<file path="src/rtl/emif_pkg.sv">
package emif_pkg;
  typedef enum logic [1:0] {
    MODE_INT        = 2'b00,
    MODE_SPLIT_PORT = 2'b01,
    MODE_SPLIT_BANK = 2'b10,
    MODE_EXT        = 2'b11
  } route_mode_e;

  typedef struct packed {
    logic [2:0]  rsvd;
    logic        sep_bus;
    route_mode_e mode;
    logic [1:0]  ale_w;
  } cfg_t;

  typedef enum logic [2:0] {
    S_IDLE, S_RAM, S_ALE_H, S_ALE_L, S_STROBE, S_DONE
  } seq_state_e;
endpackage

</file>
<file path="src/rtl/emif_addr_map.sv">
module emif_addr_map
  import emif_pkg::*;
#(
  parameter int AW    = 16,
  parameter int SPLIT = 256,
  localparam int HW   = AW - 8
) (
  input  route_mode_e   mode_i,
  input  logic          wide_i,
  input  logic [AW-1:0] addr_i,
  input  logic [HW-1:0] bank_i,
  input  logic [HW-1:0] port_hi_i,
  output logic [AW-1:0] eff_o,
  output logic          off_o
);
  logic [HW-1:0] hi;

  always_comb begin
    if (wide_i)                       hi = addr_i[AW-1:8];
    else if (mode_i == MODE_SPLIT_PORT) hi = port_hi_i;
    else                              hi = bank_i;
  end

  assign eff_o = {hi, addr_i[7:0]};

  always_comb begin
    unique case (mode_i)
      MODE_INT:  off_o = 1'b0;
      MODE_EXT:  off_o = 1'b1;
      default:   off_o = (eff_o >= AW'(SPLIT));
    endcase
  end
endmodule

</file>
<file path="src/rtl/emif_bus_seq.sv">
module emif_bus_seq
  import emif_pkg::*;
#(
  parameter int AW     = 16,
  parameter int DW     = 8,
  parameter int RAM_AW = 10,
  parameter int CW     = 2
) (
  input  logic              clk_i,
  input  logic              rst_ni,
  input  logic              start_i,
  input  logic              go_off_i,
  input  logic              go_mux_i,
  input  logic [CW-1:0]     width_q_i,
  input  logic              wr_q_i,
  input  logic [AW-1:0]     eff_q_i,
  input  logic [DW-1:0]     wdata_q_i,
  input  logic [DW-1:0]     ad_i,
  input  logic [DW-1:0]     ram_rdata_i,
  output logic              busy_o,
  output logic              done_o,
  output logic              ale_o,
  output logic              rd_o,
  output logic              wr_o,
  output logic [DW-1:0]     ad_o,
  output logic              ad_oe_o,
  output logic [7:0]        addr_lo_o,
  output logic [AW-9:0]     addr_hi_o,
  output logic              ram_en_o,
  output logic              ram_we_o,
  output logic [RAM_AW-1:0] ram_addr_o,
  output logic [DW-1:0]     ram_wdata_o,
  output logic [DW-1:0]     rdata_o
);
  seq_state_e    state_q, state_d;
  logic [CW-1:0] cnt_q, cnt_d;
  logic          strobe;

  always_comb begin
    state_d = state_q;
    cnt_d   = cnt_q;
    unique case (state_q)
      S_IDLE:
        if (start_i) begin
          if (!go_off_i)     state_d = S_RAM;
          else if (go_mux_i) state_d = S_ALE_H;
          else               state_d = S_STROBE;
          cnt_d = '0;
        end
      S_RAM: state_d = S_DONE;
      S_ALE_H:
        if (cnt_q == width_q_i) begin
          cnt_d   = '0;
          state_d = S_ALE_L;
        end else cnt_d = cnt_q + 1'b1;
      S_ALE_L:
        if (cnt_q == width_q_i) begin
          cnt_d   = '0;
          state_d = S_STROBE;
        end else cnt_d = cnt_q + 1'b1;
      S_STROBE: state_d = S_DONE;
      S_DONE:   state_d = S_IDLE;
      default:  state_d = S_IDLE;
    endcase
  end

  always_ff @(posedge clk_i or negedge rst_ni) begin
    if (!rst_ni) begin
      state_q <= S_IDLE;
      cnt_q   <= '0;
      rdata_o <= '0;
    end else begin
      state_q <= state_d;
      cnt_q   <= cnt_d;
      if (state_q == S_RAM && !wr_q_i)    rdata_o <= ram_rdata_i;
      if (state_q == S_STROBE && !wr_q_i) rdata_o <= ad_i;
    end
  end

  assign strobe      = (state_q == S_STROBE);
  assign busy_o      = (state_q != S_IDLE);
  assign done_o      = (state_q == S_DONE);
  assign ale_o       = (state_q == S_ALE_H);
  assign rd_o        = strobe && !wr_q_i;
  assign wr_o        = strobe && wr_q_i;
  assign ad_oe_o     = (state_q == S_ALE_H) || (state_q == S_ALE_L) || wr_o;
  assign ad_o        = strobe ? wdata_q_i : eff_q_i[7:0];
  assign addr_lo_o   = eff_q_i[7:0];
  assign addr_hi_o   = eff_q_i[AW-1:8];
  assign ram_en_o    = (state_q == S_RAM);
  assign ram_we_o    = ram_en_o && wr_q_i;
  assign ram_addr_o  = eff_q_i[RAM_AW-1:0];
  assign ram_wdata_o = wdata_q_i;
endmodule

</file>
<file path="src/rtl/emif_ctrl.sv">
module emif_ctrl
  import emif_pkg::*;
#(
  parameter int AW     = 16,
  parameter int DW     = 8,
  parameter int RAM_AW = 10,
  parameter int SPLIT  = 256,
  localparam int HW    = AW - 8
) (
  input  logic              clk_i,
  input  logic              rst_ni,
  input  logic              req_i,
  input  logic              wide_i,
  input  logic              wr_i,
  input  logic [AW-1:0]     addr_i,
  input  logic [DW-1:0]     wdata_i,
  input  logic [7:0]        cfg_i,
  input  logic [HW-1:0]     bank_i,
  input  logic [HW-1:0]     port_hi_i,
  output logic              busy_o,
  output logic              done_o,
  output logic [DW-1:0]     rdata_o,
  output logic              ram_en_o,
  output logic              ram_we_o,
  output logic [RAM_AW-1:0] ram_addr_o,
  output logic [DW-1:0]     ram_wdata_o,
  input  logic [DW-1:0]     ram_rdata_i,
  output logic              ale_o,
  output logic              ext_rd_o,
  output logic              ext_wr_o,
  output logic [DW-1:0]     ad_o,
  output logic              ad_oe_o,
  input  logic [DW-1:0]     ad_i,
  output logic [7:0]        addr_lo_o,
  output logic [HW-1:0]     addr_hi_o
);
  cfg_t          cfg;
  logic          start;
  logic [AW-1:0] eff_d, eff_q;
  logic          off_d, off_q;
  logic          mux_q, wr_q;
  logic [1:0]    width_q;
  logic [DW-1:0] wdata_q;

  assign cfg   = cfg_t'(cfg_i);
  assign start = req_i && !busy_o;

  emif_addr_map #(.AW(AW), .SPLIT(SPLIT)) u_map (
    .mode_i    (cfg.mode),
    .wide_i    (wide_i),
    .addr_i    (addr_i),
    .bank_i    (bank_i),
    .port_hi_i (port_hi_i),
    .eff_o     (eff_d),
    .off_o     (off_d)
  );

  always_ff @(posedge clk_i or negedge rst_ni) begin
    if (!rst_ni) begin
      eff_q   <= '0;
      off_q   <= 1'b0;
      mux_q   <= 1'b0;
      wr_q    <= 1'b0;
      width_q <= '0;
      wdata_q <= '0;
    end else if (start) begin
      eff_q   <= eff_d;
      off_q   <= off_d;
      mux_q   <= !cfg.sep_bus;
      wr_q    <= wr_i;
      width_q <= cfg.ale_w;
      wdata_q <= wdata_i;
    end
  end

  emif_bus_seq #(.AW(AW), .DW(DW), .RAM_AW(RAM_AW), .CW(2)) u_seq (
    .clk_i       (clk_i),
    .rst_ni      (rst_ni),
    .start_i     (start),
    .go_off_i    (off_d),
    .go_mux_i    (!cfg.sep_bus),
    .width_q_i   (width_q),
    .wr_q_i      (wr_q),
    .eff_q_i     (eff_q),
    .wdata_q_i   (wdata_q),
    .ad_i        (ad_i),
    .ram_rdata_i (ram_rdata_i),
    .busy_o      (busy_o),
    .done_o      (done_o),
    .ale_o       (ale_o),
    .rd_o        (ext_rd_o),
    .wr_o        (ext_wr_o),
    .ad_o        (ad_o),
    .ad_oe_o     (ad_oe_o),
    .addr_lo_o   (addr_lo_o),
    .addr_hi_o   (addr_hi_o),
    .ram_en_o    (ram_en_o),
    .ram_we_o    (ram_we_o),
    .ram_addr_o  (ram_addr_o),
    .ram_wdata_o (ram_wdata_o),
    .rdata_o     (rdata_o)
  );
endmodule

</file>
<file path="config.mk">
export PLATFORM = sky130hd
export DESIGN_NAME = emif_ctrl
export DESIGN_NICKNAME = d
export VERILOG_FILES = /design/src/rtl/emif_pkg.sv /design/src/rtl/emif_addr_map.sv /design/src/rtl/emif_bus_seq.sv /design/src/rtl/emif_ctrl.sv
export SDC_FILE = /design/constraint.sdc
export NUM_CORES = 1
export LEC_CHECK = 0
export CAP_MARGIN = 40
export CORE_UTILIZATION = 56
export CTS_CLUSTER_SIZE = 20
export DETAILED_ROUTE_END_ITERATION = 6
export DONT_BUFFER_PORTS = 1
export GPL_ROUTABILITY_DRIVEN = 1
export PLACE_DENSITY = 0.72
export RECOVER_POWER = 50
export SLEW_MARGIN = 20
export SYNTH_ARGS = -nofsm -noshare
export SYNTH_HDL_FRONTEND = slang
export SYNTH_SLANG_ARGS = --single-unit
</file>
<file path="constraint.sdc">
create_clock -name clk_i -period 1.6 [get_ports clk_i]
set_input_delay 0.32 -clock clk_i [delete_from_list [all_inputs] [get_ports clk_i]]
set_output_delay 0.32 -clock clk_i [all_outputs]
set_load 0.005 [all_outputs]
</file>
=== Yosys cells after proc, flatten, opt, wreduce, memory -nomap -nowiden ===
Index checks and enable logic that the tools add are counted.

* Register bits after elaboration: 40
* Input port bits: 69
* Output and inout bits: 58
* Word-level logic and storage cells: 53

* Add/subtract/negate cells: 1
* Magnitude comparators: 1
* Equal/unequal tests: 11
* Muxes and demuxes: 15
* Reductions and logical operators: 18

{| class="wikitable"
|+ Operators with widths
! kind !! number
|-
| 8-bit 2-to-1 mux || 5
|-
| 16-bit by 9-bit >= comparator with 1-bit output, second input constant || 1
|-
| 3-bit 2-to-1 mux || 5
|-
| 3-bit one-hot mux with 4 select lines || 1
|-
| 3-bit by 2-bit == test with 1-bit output, second input constant || 2
|-
| 3-bit == test, second input constant || 2
|-
| 1-bit logical AND || 5
|-
| 2-bit 2-to-1 mux || 2
|-
| 2-bit by 1-bit != test with 1-bit output, second input constant || 2
|-
| 2-bit one-hot mux with 2 select lines || 1
|-
| 2-bit nonzero test || 2
|-
| 2-bit OR reduction || 2
|-
| 3-bit by 1-bit == test with 1-bit output, second input constant || 1
|-
| 3-bit logical NOT || 1
|-
| 3-bit AND reduction || 1
|-
| 3-bit nonzero test || 1
|-
| 2-bit by 1-bit adder with 2-bit output, second input constant || 1
|-
| 2-bit by 1-bit == test with 1-bit output, second input constant || 1
|-
| 2-bit == test || 1
|-
| 2-bit == test, second input constant || 1
|-
| 1-bit logical NOT || 2
|-
| 2-bit logical NOT || 1
|-
| 1-bit logical OR || 2
|-
| 2-bit != test, second input constant || 1
|-
| other kinds (2) || 2
|}

=== Depth between registers and ports, before layout ===
Gate-level depths: netlist (run 1).

* Word-level depth: 8
* Mapped depth: 8
* Depth with buffers taken out: 7

=== Modules after synthesis ===
A second synthesis (run 1) with hierarchy kept.

* Cells, all modules: 244
* Area, all modules: 2616.3 um^2

{| class="wikitable"
|+ By module, submodules not included
! module !! times used !! cells each !! area each (um^2) !! seq. area each (um^2)
|-
| emif_bus_seq || 1 || 143 || 1192.4 || 325.3
|-
| emif_ctrl || 1 || 59 || 1128.6 || 675.6
|-
| emif_addr_map || 1 || 42 || 295.3 || 0.0
|}

=== Least setup slack after synthesis (run 1) ===
Ideal clock, no wire load.

* Kind: input port to flip-flop
* From: in cfg_i[3]
* To: reg u_seq.state_q[2]
* Library setup time: 120 ps
* Data arrival time: 1609 ps
* Required time: 1480 ps
* Slack: -130 ps
* Stages on the path: 8
* Path buffers: 1
* Cells stage by stage: inv_1 > ha_1 > buf_6 > mux2_1 > mux2i_1 > and4_1 > nand4_2 > a41o_1

* Cells in the longest elaborated chain, start to end: 8
* Elaborated cells between the ends (all ways): 10

{| class="wikitable"
|+ RTL lines
! what !! line !! RTL
|-
| from (decl) || emif_ctrl.sv:17 || <nowiki>input logic [7:0] cfg_i,</nowiki>
|-
| 2-bit by 1-bit == test with 1-bit output || emif_addr_map.sv:20 || <nowiki>else if (mode_i == MODE_SPLIT_PORT) hi = port_hi_i;</nowiki>
|-
| 8-bit 2-to-1 mux || emif_addr_map.sv:20 ||
|-
| 8-bit 2-to-1 mux || emif_addr_map.sv:19 || <nowiki>if (wide_i) hi = addr_i[AW-1:8];</nowiki>
|-
| 16-bit by 9-bit >= comparator with 1-bit output || emif_addr_map.sv:30 || <nowiki>default: off_o = (eff_o >= AW'(SPLIT));</nowiki>
|-
| 1-bit one-hot mux with 2 select lines (*) || emif_addr_map.sv:27 || <nowiki>unique case (mode_i)</nowiki>
|-
| 3-bit 2-to-1 mux (*) || emif_bus_seq.sv:45 || <nowiki>if (!go_off_i) state_d = S_RAM;</nowiki>
|-
| 3-bit 2-to-1 mux (*) || emif_bus_seq.sv:44 || <nowiki>if (start_i) begin</nowiki>
|-
| 3-bit one-hot mux with 4 select lines (*) || emif_bus_seq.sv:42 || <nowiki>unique case (state_q)</nowiki>
|-
| to (signal assigned) || emif_bus_seq.sv:73 || <nowiki>state_q <= state_d;</nowiki>
|-
| to (decl) || emif_bus_seq.sv:35 || <nowiki>seq_state_e state_q, state_d;</nowiki>
|}

Mark *: on every way between the ends. The rest lies on a longest branch, timed or not. The select of a mux whose other input is x is not followed.
A chain may end at the register's enable or synchronous reset.

=== Final worst setup path (run 1) ===
* From: reg u_seq.state_q[0]
* To: out ale_o

* Cells in the longest elaborated chain, start to end: 1

{| class="wikitable"
|+ RTL lines
! what !! line !! RTL
|-
| 3-bit by 2-bit == test with 1-bit output || emif_bus_seq.sv:83 || <nowiki>assign ale_o = (state_q == S_ALE_H);</nowiki>
|-
| to (decl) || emif_ctrl.sv:28 || <nowiki>output logic ale_o,</nowiki>
|}

No other way between the ends.

==> results.yml, run 1 <==
pwr:
  p_leak_nw: 1.20
  pwr-share-clk: 0.164
  power_frac_seq: 0.389
  power.switching_fraction: 0.419
  combPwrFrac: 0.448
  ir_drop_uv: 1110
  internal_power_w: 0.00298
  switchingPower_w: 0.00216
  power_density_mw_per_mm2: 2080
min_path:
  hold_path.startpoint: "wdata_i[5]"
  hold_depth: 2
  whs_endpoint: "wdata_q[5]"
  hp-class: "primary input to flop"
yosys:
  synth.area.top_cells: "dfrtp_1, nand2_1, buf_4"
  yosysMostFrequentCell: "nand2_1"
  synthTopCellsByCount: "nand2_1, dfrtp_1, nor2_1"
  synth_top_family_by_area: "simple AND/OR/NAND/NOR gates"
  synth_compound_area_frac: 0.108
  synth-edff-count: 0
  synth_xor_area_frac: 0.0166
  syn_nets: 322
  yosys.area_share.simple: 0.243
  synthMuxAreaShare: 0.0698
  yosysSeqAreaShare: 0.473
  yosys.area.top_type: "dfrtp_1"
  async_flop_share: 1.00
  synth_area_mm2: 0.00211
  syn_inst: 251
  yosysWarnings: 0
  syn_area_per_cell_um2: 8.42
  ys_seq_elements: 40
  synth_cell_type_count: 35
  yosys_most_used_dff: "dfrtp_1"
  yosys.area_share.adder: 0.0118
  netlist.area_leader.share: 0.473
placement:
  hpwl_um: 3220
  gp_congestion: 0.844
  port_buffers: 0
  placed_cells: 291
cells_and_area:
  fill_cells: 275
  multi_input_area_mm2: 0.00104
  finalNonFillerCells: 311
  diodes: 0
  final_layout_size_suffix_gt1_frac: 0.238
  final_nets: 335
  syn2layout_area_growth_pct: 16.9
  seq_area_mm2: 0.00100
global_route:
  grt_max_degree: 41
  first_global_vias: 1780
  antenna_found_initial: 0
  grt_pass1_wl_um: 8050
  grt_usage: 0.263
  grt_overflow_total: 0
clock_network:
  clock_path_buffers: 2
  cts_tree: "built"
  cts_made_buffers: 5
  htree_levels: 2
  clock_insertion_delay_worst_skew_ns: 0.29
  root_buffer: "clkbuf_8"
  path_clk_slew_ns: 0.08
  clock_sinks: 40
sta:
  hold_viol: 0
  finalSetupViolations: 0
  finalMaxSlewViolations: 0
  max_slew_margin: 0.351
  min_period_over_period: 0.999
  whs_ns: 0.127
  rsz0062_at_grt: "true"
  post-route-min-period_ns: 1.60
  finalClockSkew_ns: 0.00551
  tightestPinTransition_ns: 0.974
  fmax_mhz: 626
detailed_routing:
  wl_um: 5060
  detail-route-antenna-nets: 0
  wire_per_inst_um: 16.3
  first_pass_iters: 4
  first_iter_violations: 154
  dr_total_vias: 1761
  drc: 0
  viasPerCell: 5.66
floorplanning:
  ios: 127
  die_h_um: 63.5
  initial_core_util: 0.610
  rows: 21
  die_area_mm2: 0.00403
  coreArea_mm2: 0.00347
  die_width_um: 63.5
status:
  status: "finished, final reports clean"
critical_path:
  r2r_cells: 6
  reg2reg_from: "u_seq.state_q[1]"
  crit_chain: "buf_4, nor3_1"
  cpPeakStageDelay_ns: 0.47
  critPathTopFamily: "flip-flops"
  start_kind: "flop"
  worstPathMaxFanout: 5
  critPathBufInv: 1
  ff2ff_setup_slack_ns: 0.01
  slowest_stage: "dfrtp_2"
  crit_start: "u_seq.state_q[0]"
  cp.required_ns: 1.28
  r2r-end: "u_seq.state_q[1]"
  critPathKind: "flop to primary output"
  cp.arrival_ns: 1.28
  critPathCaptureType: "primary output"
flow_run:
  cap_violations: 0
==> flip-flops by register name, summed over array words and instances (netlist names) <==
signal / count
eff_q: 16
u_seq.cnt_q: 2
u_seq.rdata_o: 8
u_seq.state_q: 3
wdata_q: 8
width_q: 2
wr_q: 1
==> kinds of logic after synthesis <==
logic type,count (synthesis)
compound gates,37
xor+xnor,4
fa+ha+maj,2
buf+inv,29
flops,40
mux,14
simple gates,125
==> routing by layer <==
layer  vias to the layer above  track usage  routed length, µm
met4                         0       0.0710                 56
met3                         7       0.0924                363
met5                         -            0                  0
li1                        850            -                  -
met2                        74        0.431               2450
met1                       830        0.327               2190
==> cell usage in the layout, fill, tap and decap left out, types with 2 or more instances in the layout <==
cell type and n:
dfrtp_1 37, o22ai_1 9, inv_1 4, and3_4 2, nand2b_1 2, buf_6 5, o21ai_0 8, nand2_2 4
clkbuf_8 5, mux2_1 3, dfrtp_2 3, mux2_2 3, nand2_1 85, o21ai_2 2, inv_4 2, mux2i_1 8
nor2_1 16, a21oi_1 11, nor3_1 3, and2_1 2, buf_4 20, xnor2_1 3, nor2_2 3
==> power by group through the flow <==
stage                     Combinational [W]  Sequential (W)  Clock [W]
after floorplan                     0.00158         0.00182          0
after global placement              0.00173         0.00198          0
after detailed placement            0.00179         0.00198          0
after CTS                           0.00209         0.00198   0.000850
final                               0.00230         0.00200   0.000841
after global routing                0.00258         0.00207   0.000899
==> worst reg2reg max path, cell delays in order, from the launching register on <==
cell      delay, ns
dfrtp_2        0.46
buf_4          0.18
nand2b_1       0.12
a21oi_2        0.07
buf_4          0.14
nor4bb_1       0.32
a32o_1         0.23
==> worst max-delay path by stage <==
stage / endpoint / slack (ns) / depth (start not counted)
6_report: ale_o / 0.002 / 2
5_1_grt: ad_o[0] / -0.05 / 5
4_1_cts: ad_o[7] / -0.002 / 5
3_5_place_dp: u_seq.state_q[1] / -0.33 / 7
3_3_place_gp: u_seq.state_q[1] / -0.28 / 7
2_1_floorplan: u_seq.state_q[1] / -0.12 / 8
==> final cells by class <==
type                    instances  share of cell area
clock buffers                   5              0.0278
clock inverters                 3              0.0187
inverters                       6              0.0111
multi-input cells             183               0.421
flip-flops and latches         40               0.407
well taps                      46              0.0233
repair buffers                 28              0.0916
==> timing repair <==
item                                    CTS  global route
hold buffers                              2             0
resized for setup                        20            16
pin swaps                                 4             7
setup buffers                             4             4
endpoints found under the hold margin    40             0
gates cloned                              2             0
endpoints found under the setup margin   16            41
==> stage by stage <==
step	utilization	total power [W]	setup TNS [ns]	cell area, µm²	setup slack [ns]
after floorplan	-	0.00340	-0.208	2110	-0.125
after detailed placement	0.622	0.00377	-0.800	2160	-0.326
after CTS	0.692	0.00492	-0.00178	2400	-0.00178
after global placement	0.620	0.00371	-0.830	2150	-0.284
final	0.712	0.00514	0	2470	0.00225
after global routing	0.712	0.00555	-0.381	2470	-0.0502
(Power assumes the default switching activity.)
==> run 2: changes to the inputs <==
--- a/config.mk
+++ b/config.mk
@@ -6,12 +6,14 @@
 export NUM_CORES = 1
 export LEC_CHECK = 0
 export CAP_MARGIN = 40
-export CORE_UTILIZATION = 56
+export CELL_PAD_IN_SITES_DETAIL_PLACEMENT = 1
+export CELL_PAD_IN_SITES_GLOBAL_PLACEMENT = 1
+export CORE_UTILIZATION = 39
 export CTS_CLUSTER_SIZE = 20
 export DETAILED_ROUTE_END_ITERATION = 6
 export DONT_BUFFER_PORTS = 1
 export GPL_ROUTABILITY_DRIVEN = 1
-export PLACE_DENSITY = 0.72
+export PLACE_DENSITY = 0.73
 export RECOVER_POWER = 50
 export SLEW_MARGIN = 20
 export SYNTH_ARGS = -nofsm -noshare
==> results.yml, run 2 (synthesized netlist as in run 1, its figures left out) <==
sta:
  finalSetupViolations: 0
  rsz0062_at_grt: "true"
  fmax_mhz: 626
  min_period_over_period: 0.998
  hold_viol: 0
  max_slew_margin: 0.399
  setup_ws_ns: 0.00349
  finalMaxSlewViolations: 0
  post-route-min-period_ns: 1.60
  tightestPinTransition_ns: 0.902
  finalClockSkew_ns: 0.0121
cells_and_area:
  fin_util: 0.492
  diodes: 0
  multi_input_area_mm2: 0.00106
  fill_cells: 611
  largest_register_ffs: 16
  final_nets: 335
  final_cell_mix: "nand2_1, dfrtp_1, buf_4"
  final_common_cell: "nand2_1"
  final_area_mm2: 0.00254
  seq_area_mm2: 0.00100
  final_layout_size_suffix_gt1_frac: 0.257
  top_regs: "eff_q x16, u_seq.rdata_o x8, wdata_q x8"
  syn2layout_area_growth_pct: 20.4
  largest-register: "eff_q"
pwr:
  p_leak_nw: 1.21
  internal_power_w: 0.00295
  power_frac_seq: 0.393
  ir_drop_uv: 650
  pwr-share-clk: 0.161
  power.switching_fraction: 0.422
  switchingPower_w: 0.00215
  power_density_mw_per_mm2: 2010
  combPwrFrac: 0.446
global_route:
  first_global_vias: 1812
  grt_max_degree: 41
  grt_pass1_wl_um: 8500
  antenna_found_initial: 0
  grt_usage: 0.201
  grt_overflow_total: 0
floorplanning:
  die_area_mm2: 0.00572
  initial_core_util: 0.409
  rows: 26
  ios: 127
  die_width_um: 75.6
  die_h_um: 75.6
  coreArea_mm2: 0.00517
detailed_routing:
  viasPerCell: 5.36
  dr_total_vias: 1794
  detail-route-antenna-nets: 0
  drc: 0
  wl_um: 5960
  wire_per_inst_um: 17.8
  first_pass_iters: 4
  first_iter_violations: 73
clock_network:
  path_clk_slew_ns: 0.09
  clock_insertion_delay_worst_skew_ns: 0.30
  clock_sinks: 40
  root_buffer: "clkbuf_8"
  cts_made_buffers: 5
  cts_tree: "built"
  htree_levels: 2
  clock_path_buffers: 2
placement:
  port_buffers: 0
  place_ws_ns: -0.333
  place_area_mm2: 0.00219
  gp_congestion: 0.763
  hpwl_um: 4190
critical_path:
  critPathCaptureType: "primary output"
  cp.arrival_ns: 1.28
  critPathKind: "flop to primary output"
  cp.required_ns: 1.28
  ff2ff_setup_slack_ns: 0.01
  start_kind: "flop"
  worstPathMaxFanout: 5
status:
  status: "finished, final reports clean"
min_path:
  hp-class: "primary input to flop"
flow_run:
  cap_violations: 0
-- run 2: area by class of cell --
| cell class | count | area share |
|---|---|---|
| Tap cell | 70 | 0.0344 |
| Timing Repair Buffer | 28 | 0.100 |
| Clock buffer | 5 | 0.0270 |
| Multi-Input combinational cell | 183 | 0.417 |
| Clock inverter | 3 | 0.0167 |
| Sequential cell | 40 | 0.394 |
| Inverter | 6 | 0.00983 |
-- run 2: stage by stage --
step	total power [W]	setup TNS, ns	std cells	hold slack (ns)
after detailed placement	0.00390	-0.818	313	0.0252
after floorplan	0.00340	-0.208	251	0.0244
after global routing	0.00558	-0.681	335	0.111
after CTS	0.00487	-0.0137	330	0.115
after global placement	0.00382	-0.549	313	0.0251
final	0.00511	0	335	0.122
-- run 2: what timing repair did --
item,in CTS,in global routing
resized for setup,14,24
hold buffers,2,0
pin swaps,3,4
setup endpoints to repair,13,33
setup buffers,7,4
gates cloned,0,1
hold endpoints to repair,40,0
-- run 2: per-layer routing --
layer / up-vias / GRT usage / routed length (µm) / share of wire
met5: - / 0 / 0 / 0
met4: 0 / 0.0494 / 44 / 0.0074
met3: 5 / 0.0661 / 391 / 0.066
met2: 74 / 0.364 / 3100 / 0.52
met1: 870 / 0.229 / 2430 / 0.41
li1: 845 / - / - / -
-- run 2: power by group through the flow --
stage	sequential, W	combinational, W	clock [W]
final	0.00201	0.00228	0.000824
after global routing	0.00211	0.00258	0.000888
after CTS	0.00199	0.00203	0.000853
after detailed placement	0.00200	0.00190	0
after global placement	0.00199	0.00183	0
after floorplan	0.00182	0.00158	0
-- run 2: worst max-delay path, cell delays in order, from the launching register on --
cell	delay (ns)
dfrtp_2	0.46
inv_4	0.10
and3_2	0.26
nand2_1	0.08
nand2_1	0.08
-- run 2: final timing paths --
check,startpoint,end,depth (start not counted)
worst max-delay path,u_seq.state_q[1],ad_o[5],4
worst min-delay path,addr_i[0],eff_q[0],2
worst max register to register,u_seq.state_q[1],u_seq.state_q[0],7
worst min register to register,eff_q[12],eff_q[12],2
max in group asynchronous,rst_ni,u_seq.state_q[1],2
min in group asynchronous,rst_ni,u_seq.rdata_o[7],2
